--- config.mk ---
export PLATFORM = sky130hd
export DESIGN_NAME = rx_frame_queue
export DESIGN_NICKNAME = d
export VERILOG_FILES = /design/src/rtl/rx_frame_queue.sv
export SDC_FILE = /design/constraint.sdc
export NUM_CORES = 1
export LEC_CHECK = 0
export ABC_AREA = 0
export ABC_CLOCK_PERIOD_IN_PS = 9400
export BUFFER_PORTS_ARGS = -buffer_cell sky130_fd_sc_hd__buf_2
export CAP_MARGIN = 20
export CORE_MARGIN = 2
export CORE_UTILIZATION = 57
export DETAILED_ROUTE_END_ITERATION = 10
export PLACE_DENSITY = 0.83
export SYNTH_ARGS = -nofsm -noshare
export SYNTH_HDL_FRONTEND = slang
export SYNTH_SLANG_ARGS = --single-unit
--- constraint.sdc ---
create_clock -name clk -period 9.4 [get_ports clk]
set_input_delay 0 -clock clk [delete_from_list [all_inputs] [get_ports clk]]
set_output_delay 0 -clock clk [all_outputs]
set_load 0.03 [all_outputs]
--- src/rtl/rx_frame_queue.sv ---
module rx_frame_queue #(
  parameter int DDEPTH = 16,
  parameter int SDEPTH = 4,
  localparam int DAW = $clog2(DDEPTH),
  localparam int SAW = $clog2(SDEPTH)
) (
  input  logic          clk,
  input  logic          rst_n,
  input  logic          flush,
  input  logic          in_valid,
  input  logic [7:0]    in_byte,
  input  logic          in_last,
  input  logic [15:0]   in_flags,
  input  logic          sts_pop,
  output logic [31:0]   sts_word,
  output logic          sts_err,
  input  logic          dat_pop,
  output logic [31:0]   dat_word,
  output logic [31:0]   cnt_word,
  input  logic [SAW:0]  af_level,
  input  logic [2:0]    irq_en,
  input  logic          irq_gen,
  input  logic          src_rd,
  output logic [2:0]    irq_src,
  output logic          irq
);
  localparam logic [DAW:0] DFULL = (DAW+1)'(DDEPTH);
  localparam logic [SAW:0] SFULL = (SAW+1)'(SDEPTH);
  localparam logic [31:0] ERR_MASK = 32'hDF18_0000;

  logic [31:0] dmem [DDEPTH];
  logic [31:0] smem [SDEPTH];
  logic [DAW:0] wp, wc, rp;
  logic [SAW:0] sw, sr;
  logic [23:0] stage;
  logic [1:0]  lane;
  logic [15:0] blen;
  logic        drop;
  logic [2:0]  src;

  wire take    = in_valid & ~flush;
  wire fin     = take & in_last;
  wire [31:0] word = {8'h00, stage} | ({24'h0, in_byte} << (8 * lane));
  wire wr_word = take & ((lane == 2'd3) | in_last);
  wire dfull   = (wp - rp) == DFULL;
  wire d_ovf   = wr_word & ~drop & dfull;
  wire d_wr    = wr_word & ~drop & ~dfull;
  wire bad     = drop | d_ovf;
  wire [SAW:0] scount = sw - sr;
  wire s_full  = scount == SFULL;
  wire s_ovf   = fin & ~bad & s_full;
  wire s_push  = fin & ~bad & ~s_full;
  wire d_rd    = dat_pop & (wc != rp) & ~flush;
  wire s_rd    = sts_pop & (sw != sr) & ~flush;
  wire af      = (af_level != '0) & (scount >= af_level);
  wire [DAW:0] wp_inc = wp + (DAW+1)'(d_wr);

  always_ff @(posedge clk) begin
    if (d_wr) dmem[wp[DAW-1:0]] <= word;
    if (s_push) smem[sw[SAW-1:0]] <= {in_flags, 16'(blen + 16'd1)};
  end

  always_ff @(posedge clk or negedge rst_n) begin
    if (!rst_n) begin
      wp <= '0; wc <= '0; rp <= '0; sw <= '0; sr <= '0;
      stage <= '0; lane <= '0; blen <= '0; drop <= 1'b0;
    end else if (flush) begin
      wp <= '0; wc <= '0; rp <= '0; sw <= '0; sr <= '0;
      stage <= '0; lane <= '0; blen <= '0; drop <= 1'b0;
    end else begin
      rp <= rp + (DAW+1)'(d_rd);
      sr <= sr + (SAW+1)'(s_rd);
      sw <= sw + (SAW+1)'(s_push);
      if (fin) begin
        if (s_push) begin
          wp <= wp_inc;
          wc <= wp_inc;
        end else begin
          wp <= wc;
        end
        stage <= '0; lane <= '0; blen <= '0; drop <= 1'b0;
      end else if (take) begin
        wp    <= wp_inc;
        stage <= (lane == 2'd3) ? 24'h0 : word[23:0];
        lane  <= lane + 2'd1;
        blen  <= blen + 16'd1;
        drop  <= drop | d_ovf;
      end
    end
  end

  always_ff @(posedge clk or negedge rst_n) begin
    if (!rst_n) src <= '0;
    else        src <= (src_rd ? 3'b000 : src) | {d_ovf, s_ovf, af};
  end

  assign sts_word = smem[sr[SAW-1:0]];
  assign sts_err  = |(sts_word & ERR_MASK);
  assign dat_word = dmem[rp[DAW-1:0]];
  assign cnt_word = {{(15-SAW){1'b0}}, scount, {(15-DAW){1'b0}}, DAW'(0) | (wc - rp)};
  assign irq_src  = src;
  assign irq      = irq_gen & |(src & irq_en);
endmodule


==> results of run 1 <==
## cells in the mapped netlist, drive strengths merged, types with 6 or more instances
cell,instances
nand2,15
dfrtp,67
nor3,13
a22o,30
clkbuf,37
nor2,32
buf,52
nand2b,7
ha,23
inv,23
mux4,192
a21o,27
xor2,9
edfxtp,640
o21ai,21
xnor2,20
and3,15
nor2b,15
nand3,14
o31ai,6
a21oi,9
## sequential cells by signal, summed over array words and instances, names as in the netlist
name / cells
wp: 5
sw: 3
stage: 24
blen: 16
smem: 128
irq_src: 3
rp: 5
drop: 1
sr: 3
lane: 2
dmem: 512
wc: 5
## path summary, 6_finish.rpt
| check | start | endpoint | slack (ns) |
|---|---|---|---|
| max reg2reg | rp[3] | dmem[11][24] | 4.89 |
| min | sts_pop | sr[0] | 0.02 |
| min reg2reg | blen[15] | blen[15] | 0.51 |
| max | rp[3] | dmem[11][24] | 4.89 |
| min in group asynchronous | rst_n | wp[0] | 0.10 |
| max in group asynchronous | rst_n | rp[1] | 8.57 |
## placed cells by master (no fill, tap or decap), drive strengths merged, types with 6 or more instances in the layout
cell type | netlist | routed
nor2b | 15 | 15
bufinv | 0 | 7
o21ai | 21 | 21
dlygate4sd3 | 0 | 26
nand3 | 14 | 14
and3 | 15 | 15
ha | 23 | 23
a21o | 27 | 27
mux4 | 192 | 192
buf | 52 | 149
o31ai | 6 | 6
clkbuf | 37 | 91
conb | 1 | 24
nand2b | 7 | 7
a21oi | 9 | 9
nor2 | 32 | 32
inv | 23 | 25
dfrtp | 67 | 67
edfxtp | 640 | 640
clkinv | 0 | 26
a22o | 30 | 30
nand2 | 15 | 15
nor3 | 13 | 13
xnor2 | 20 | 20
xor2 | 9 | 9
## per-layer routing
| layer | vias to the layer above | share of wire, % | GRT usage (%) |
|---|---|---|---|
| li1 | 5728 | - | - |
| met1 | 7442 | 36 | 33.9 |
| met2 | 803 | 53 | 44.3 |
| met3 | 149 | 7.7 | 4.19 |
| met4 | 0 | 3.3 | 10.1 |
| met5 | - | 0 | 0 |
## critical path, delay by kind of cell (launching register included)
family	cells	cell delay, ns
simple gates	4	1.68
flops	1	1.05
compound gates	2	0.47
buf+inv	2	0.46
fa+ha+maj	1	0.43
## layout make-up
type,instances,area [um^2]
Fill cell,2944,16700
Clock inverter,37,398
Inverter,23,86.3
Antenna cell,1,2.50
Timing Repair Buffer,175,1180
Tap cell,622,778
Clock buffer,91,1940
Multi-Input combinational cell,515,6700
Sequential cell,707,20900
## cells by family (layout without fill, tap and decap cells)
| kind of cell | after synthesis | in the layout | share of synthesized area, % |
|---|---|---|---|
| mux | 200 | 200 | 15.8 |
| compound gates | 109 | 109 | 2.85 |
| other cells | 1 | 25 | 0.0134 |
| flops | 707 | 707 | 74.8 |
| simple gates | 127 | 127 | 2.43 |
| fa+ha+maj | 25 | 25 | 1.17 |
| xor+xnor | 30 | 30 | 0.990 |
| buf+inv | 112 | 326 | 1.95 |
## power groups by stage
stage	sequential, mW	combinational (mW)	clock (mW)
floorplan	3.51	0.144	0
global placement	3.51	0.201	0
detailed placement	3.51	0.209	0
CTS	3.44	0.222	2.86
global route	3.44	0.241	2.98
finish	3.44	0.227	2.84
## through the flow
step           setup WS [ns]  utilization, %  instance area [um^2]  hold WS (ns)  power, mW
4_1_cts                 4.62            65.5                 31800       0.00483       6.53
5_1_grt                 4.76            65.8                 32000        0.0516       6.67
3_5_place_dp            4.68            60.1                 29200         0.209       3.72
3_3_place_gp            4.90            60.1                 29200         0.191       3.71
2_1_floorplan           3.21               -                 28000        -0.296       3.65
6_report                4.89            65.8                 32000        0.0199       6.51
==> results.md, run 1 <==
- CTS Buffer Depth: 3
- Required @ worst endpoint: 9.62 ns
- Final max-slew violation count: 0
- # IOs: 140
- Top cell type's share of synthesized area: 68.8%
- Post_cts resized: 0
- Placed cell count: 2008
- Largest net degree at the start of global routing: 69
- Initial core utilization: 57.4%
- CP Class: register to register
- Slowest stage delay, CP: 1.05 ns
- YS warnings: 0
- Clock power share: 43.6%
- WHS Path Cells: 5
- Setup TNS: 0 ns
- Vias/cell: 6.50
- Logic gate share of total power: 3.5%
- Die width: 225 um
- FFs w/ async S/R, synth: 9.48%
- DR pass1 iterations: 5
- Top_reg_cell synth: edfxtp_1
- DRC Markers: 0
- Area leader, netlist: edfxtp_1
- Final Cycle Share: 47.9%
- Post-Syn Instances: 1311
- Cell Pwr Density: 204 nW/um^2
- Max-cap violations: 0
- Post-DRT Antenna Nets: 0
- Worst Setup End Kind: register
- FF-to-FF path depth: 9
- RSZ-0062 raised after global routing: no
- Critical Path Start Type: register
- Post-CTS setup buffer count: 0
- Initial antenna violation count: 0
- Clock Skews: 0.0390 ns
- GRT Overall Usage: 26.0%
- Core ar.: 48600 um^2
- Maximum fanout along the worst path: 34
- Seq/Total Area, Yosys: 74.8%
- HPWL after detailed placement: 34000 um
- Initial DRC count: 1740
- Vias in the first global route: 14600
- Synthesized cell area: 27900 um^2
- Switching portion of total power: 20.7%
- Syn_area_per_cell: 21.3 um^2
- Aggregate routed wire length: 64500 um
- Number of synthesized flops with an enable pin: 640
- Min cycle time layout: 4.51 ns
- Endpoints failing setup: 0
- Fmax: 222 MHz
- CP Cell Sequence: inv_1 -> ha_1 -> nor2b_1 -> nor3_1 -> a31oi_2 -> o21ai_1 -> buf_4 -> or3b_2 -> nor2_4
- Hold bufs inserted after CTS: 26
- TritonCTS clock tree: built
- Site Rows: 81
- Net Sw Power: 1.35 mW
- Total die area: 50800 um^2
- Hold Crit Class: input pin to register
- Actual slew at the worst max-slew pin: 1.10 ns
- Internal Power: 5.17 mW
- Layout cells sized above 1: 31.4%
- TritonCTS Buffers: 70
- Placer congestion estimate: 0.794
- Slew margin rel.: 26.5%
- Top cells by area, synth: edfxtp_1 (69%), mux4_2 (15%), dfrtp_1 (6.0%)
- Slowest CP cell: dfrtp_2
- Synth Register Bits: 707
- WP data arrival: 4.73 ns
- Sequential Power Share: 52.9%
- Global-route wire length before repair: 95300 um
- DR WL/cell: 29.7 um
- Clk Latency, worst-skew pair: 0.62 ns
- GRT overflow: 0
- Lkg Pwr: 11.0 nW
- Reg clk slew, reported paths: 0.06 ns
- Non-filler instance count after layout: 2171
- Final nets: 1556
- CTS root buf: clkbuf_16
- Synth unique cells: 52
- Final hold vios: 0
- Run status: finished, final reports clean
- Die height: 225 um
- Max VDD drop: 164 uV
- Port bufs: 115
- CTS Sinks: 707
- Htree depth: 3
- Area growth, synth to finish: 14.5%
- Vias: 14100
No activity file was read; power rests on OpenSTA's default activity.
==> run 2, diff against run 1 <==
Settings changed: ABC_CLOCK_PERIOD_IN_PS 9400 to 3600, CORE_UTILIZATION 57 to 55, PLACE_DENSITY 0.83 to 0.84.
Clock period 9.4 ns to 3.6 ns, I/O delays scaled along.
==> run 2 against run 1 <==
  * Non-clock buffer count up 16
  * Power rose to 2.7 times the previous value
  * Sequential power grew to 2.6 times the previous value
  * Critical endpoint is now dmem[11][0]
==> results.md, run 2 (same netlist as run 1, synthesis figures left out) <==
- Run status: finished, final reports clean (unchanged)
- Endpoints failing setup: 0 (unchanged)
- Min cycle time layout: 3.18 ns (was 4.51 ns)
- Slowest stage delay, CP: 0.59 ns (was 1.05 ns)
- Site Rows: 82 (was 81)
- Final Cell Area: 32400 um^2 (was 32000 um^2)
- Most frequent cells in the layout: edfxtp_1 (640), mux4_2 (192), buf_2 (115), clkbuf_16 (75), dfrtp_1 (62) (was edfxtp_1 (640), mux4_2 (192), buf_2 (114), clkbuf_16 (72), dfrtp_1 (63))
- Hold Crit Class: input pin to register (unchanged)
- Cell Pwr Density: 534 nW/um^2 (was 204 nW/um^2)
- Max VDD drop: 739 uV (was 164 uV)
- Vias: 14200 (was 14100)
- Worst path bufs/invs: 3 (was 2)
- Aggregate routed wire length: 65100 um (was 64500 um)
- Core ar.: 50200 um^2 (was 48600 um^2)
- DR pass1 iterations: 7 (was 5)
- Final nets: 1573 (was 1556)
- CTS Buffer Depth: 3 (unchanged)
- Clock Skews: 0.0377 ns (was 0.0390 ns)
- Required @ worst endpoint: 3.86 ns (was 9.62 ns)
- Reg2reg setup slack: 0.42 ns (was 4.89 ns)
- CTS root buf: clkbuf_16 (unchanged)
- Port bufs: 115 (unchanged)
- Total die area: 52600 um^2 (was 50800 um^2)
- Max reg flops: 512 (unchanged)
- Initial antenna violation count: 0 (unchanged)
- Vias/cell: 6.35 (was 6.50)
- Initial core utilization: 55.7% (was 57.4%)
- TritonCTS clock tree: built (unchanged)
- Final hold vios: 0 (unchanged)
- Initial DRC count: 1543 (was 1740)
- Vias in the first global route: 15100 (was 14600)
- GRT Overall Usage: 25.5% (was 26.0%)
- Area growth, synth to finish: 15.8% (was 14.5%)
- Die height: 229 um (was 225 um)
- Largest net degree at the start of global routing: 132 (was 69)
- Diodes inserted: 0 (was 1)
- Most frequent CP cell: buf_4
- Final Util: 64.5% (was 65.8%)
- Most common cell after layout, fill and taps aside: edfxtp_1 (unchanged)
- DR WL/cell: 29.1 um (was 29.7 um)
- Critical Path Start Type: register (unchanged)
- Hold Slack: 0.0413 ns (was 0.0199 ns)
- Total Power: 17.3 mW (was 6.51 mW)
- CP Class: register to register (unchanged)
- Filler Cells Inserted: 3046 (was 2944)
- Slew margin rel.: 29.1% (was 26.5%)
- TritonCTS Buffers: 71 (was 70)
- Post-DRT Antenna Nets: 0 (unchanged)
- Fmax: 314 MHz (was 222 MHz)
- Clk Latency, worst-skew pair: 0.62 ns (about the same)
- DRC Markers: 0 (unchanged)
- Reg clk slew, reported paths: 0.06 ns (about the same)
- Final max-slew violation count: 0 (unchanged)
- Die width: 229 um (was 225 um)
- Placer congestion estimate: 0.793 (was 0.794)
- Crit path max-delay family: simple AND/OR/NAND/NOR gates (unchanged)
- HPWL after detailed placement: 34100 um (was 34000 um)
- Worst Setup End Kind: register (unchanged)
- Placed cell area: 29600 um^2 (was 29200 um^2)
- Layout cells sized above 1: 32.1% (was 31.4%)
- # IOs: 140 (unchanged)
- CP Cell Sequence: inv_1 -> ha_1 -> nor2b_1 -> nor3_1 -> a31oi_2 -> o21ai_2 -> buf_4 -> or3b_2 -> nor2_4 -> buf_4 (was inv_1 -> ha_1 -> nor2b_1 -> nor3_1 -> a31oi_2 -> o21ai_1 -> buf_4 -> or3b_2 -> nor2_4)
- Max-cap violations: 0 (unchanged)
- Slowest CP cell: or3b_2 (was dfrtp_2)
- Htree depth: 3 (unchanged)
- WP data arrival: 3.44 ns (was 4.73 ns)
- Post_cts resized: 0 (unchanged)
- GRT overflow: 0 (unchanged)
- Maximum fanout along the worst path: 21 (was 34)
- RSZ-0062 raised after global routing: no (unchanged)
- Global-route wire length before repair: 97800 um (was 95300 um)
- Post-CTS setup buffer count: 0 (unchanged)
- Final Cycle Share: 88.4% (was 47.9%)
- Actual slew at the worst max-slew pin: 1.06 ns (was 1.10 ns)
- Lkg Pwr: 11.2 nW (was 11.0 nW)
- CTS Sinks: 707 (unchanged)
==> run 2: cell types whose count changed in the layout (fill, tap and decap cells not counted), sizes merged <==
| cell | change |
|---|---|
| inv | -2 |
| dlygate4sd3 | -2 |
| clkinv | -8 |
| buf | +18 |
| diode | -1 |
| bufinv | +1 |
| clkbuf | +13 |
| clkinvlp | -1 |
==> run 2: per-stage QoR <==
step	TNS, ns	worst slack (ns)	std cells
5_1_grt	0	0.311	2239
2_1_floorplan	-32.02	-0.163	1334
3_3_place_gp	0	0.541	2083
4_1_cts	0	0.429	2237
3_5_place_dp	0	0.504	2083
6_report	0	0.418	2239
==> run 2: power breakdown <==
group,switching (mW),total [mW],internal (mW)
sequential,0.0193,8.98,8.96
combinational,0.410,0.601,0.191
clock,3.11,7.69,4.58
==> run 2: tightest hold or removal path: stages <==
cell and delay, ns:
buf_2 0.09, nor3b_1 0.19, ha_1 0.18, nor2b_1 0.12
==> run 2: layout make-up <==
type                            instances  area [um^2]  area share, %
Multi-Input combinational cell        515         6790           21.0
Inverter                               23         86.3          0.267
Sequential cell                       707        20900           64.6
Tap cell                              672          841           2.60
Clock inverter                         27          402           1.24
Timing Repair Buffer                  191         1270           3.92
Clock buffer                          104         2060           6.35
==> run 2: final timing paths <==
check / endpoint / from / cells past startpoint
worst min-delay path: rp[0] / dat_pop / 4
worst max-delay path: dmem[11][0] / rp[3] / 10
worst max register to register: dmem[11][0] / rp[3] / 10
worst min register to register: blen[15] / blen[15] / 1
max in group asynchronous: stage[22] / rst_n / 5
min in group asynchronous: rp[4] / rst_n / 3
==> run 2: metal layers <==
layer | GRT usage (%) | wire length (um) | up-vias
li1 | - | - | 5778
met4 | 10.0 | 2230 | 0
met3 | 4.48 | 5380 | 142
met2 | 43.9 | 34400 | 884
met1 | 32.4 | 23100 | 7419
met5 | 0 | 0 | -
==> run 2: what timing repair did <==
| item | 4_1_cts | 5_1_grt |
|---|---|---|
| endpoints found under the hold margin | 127 | 3 |
| hold buffers | 23 | 1 |
| endpoints found under the setup margin | 0 | 0 |
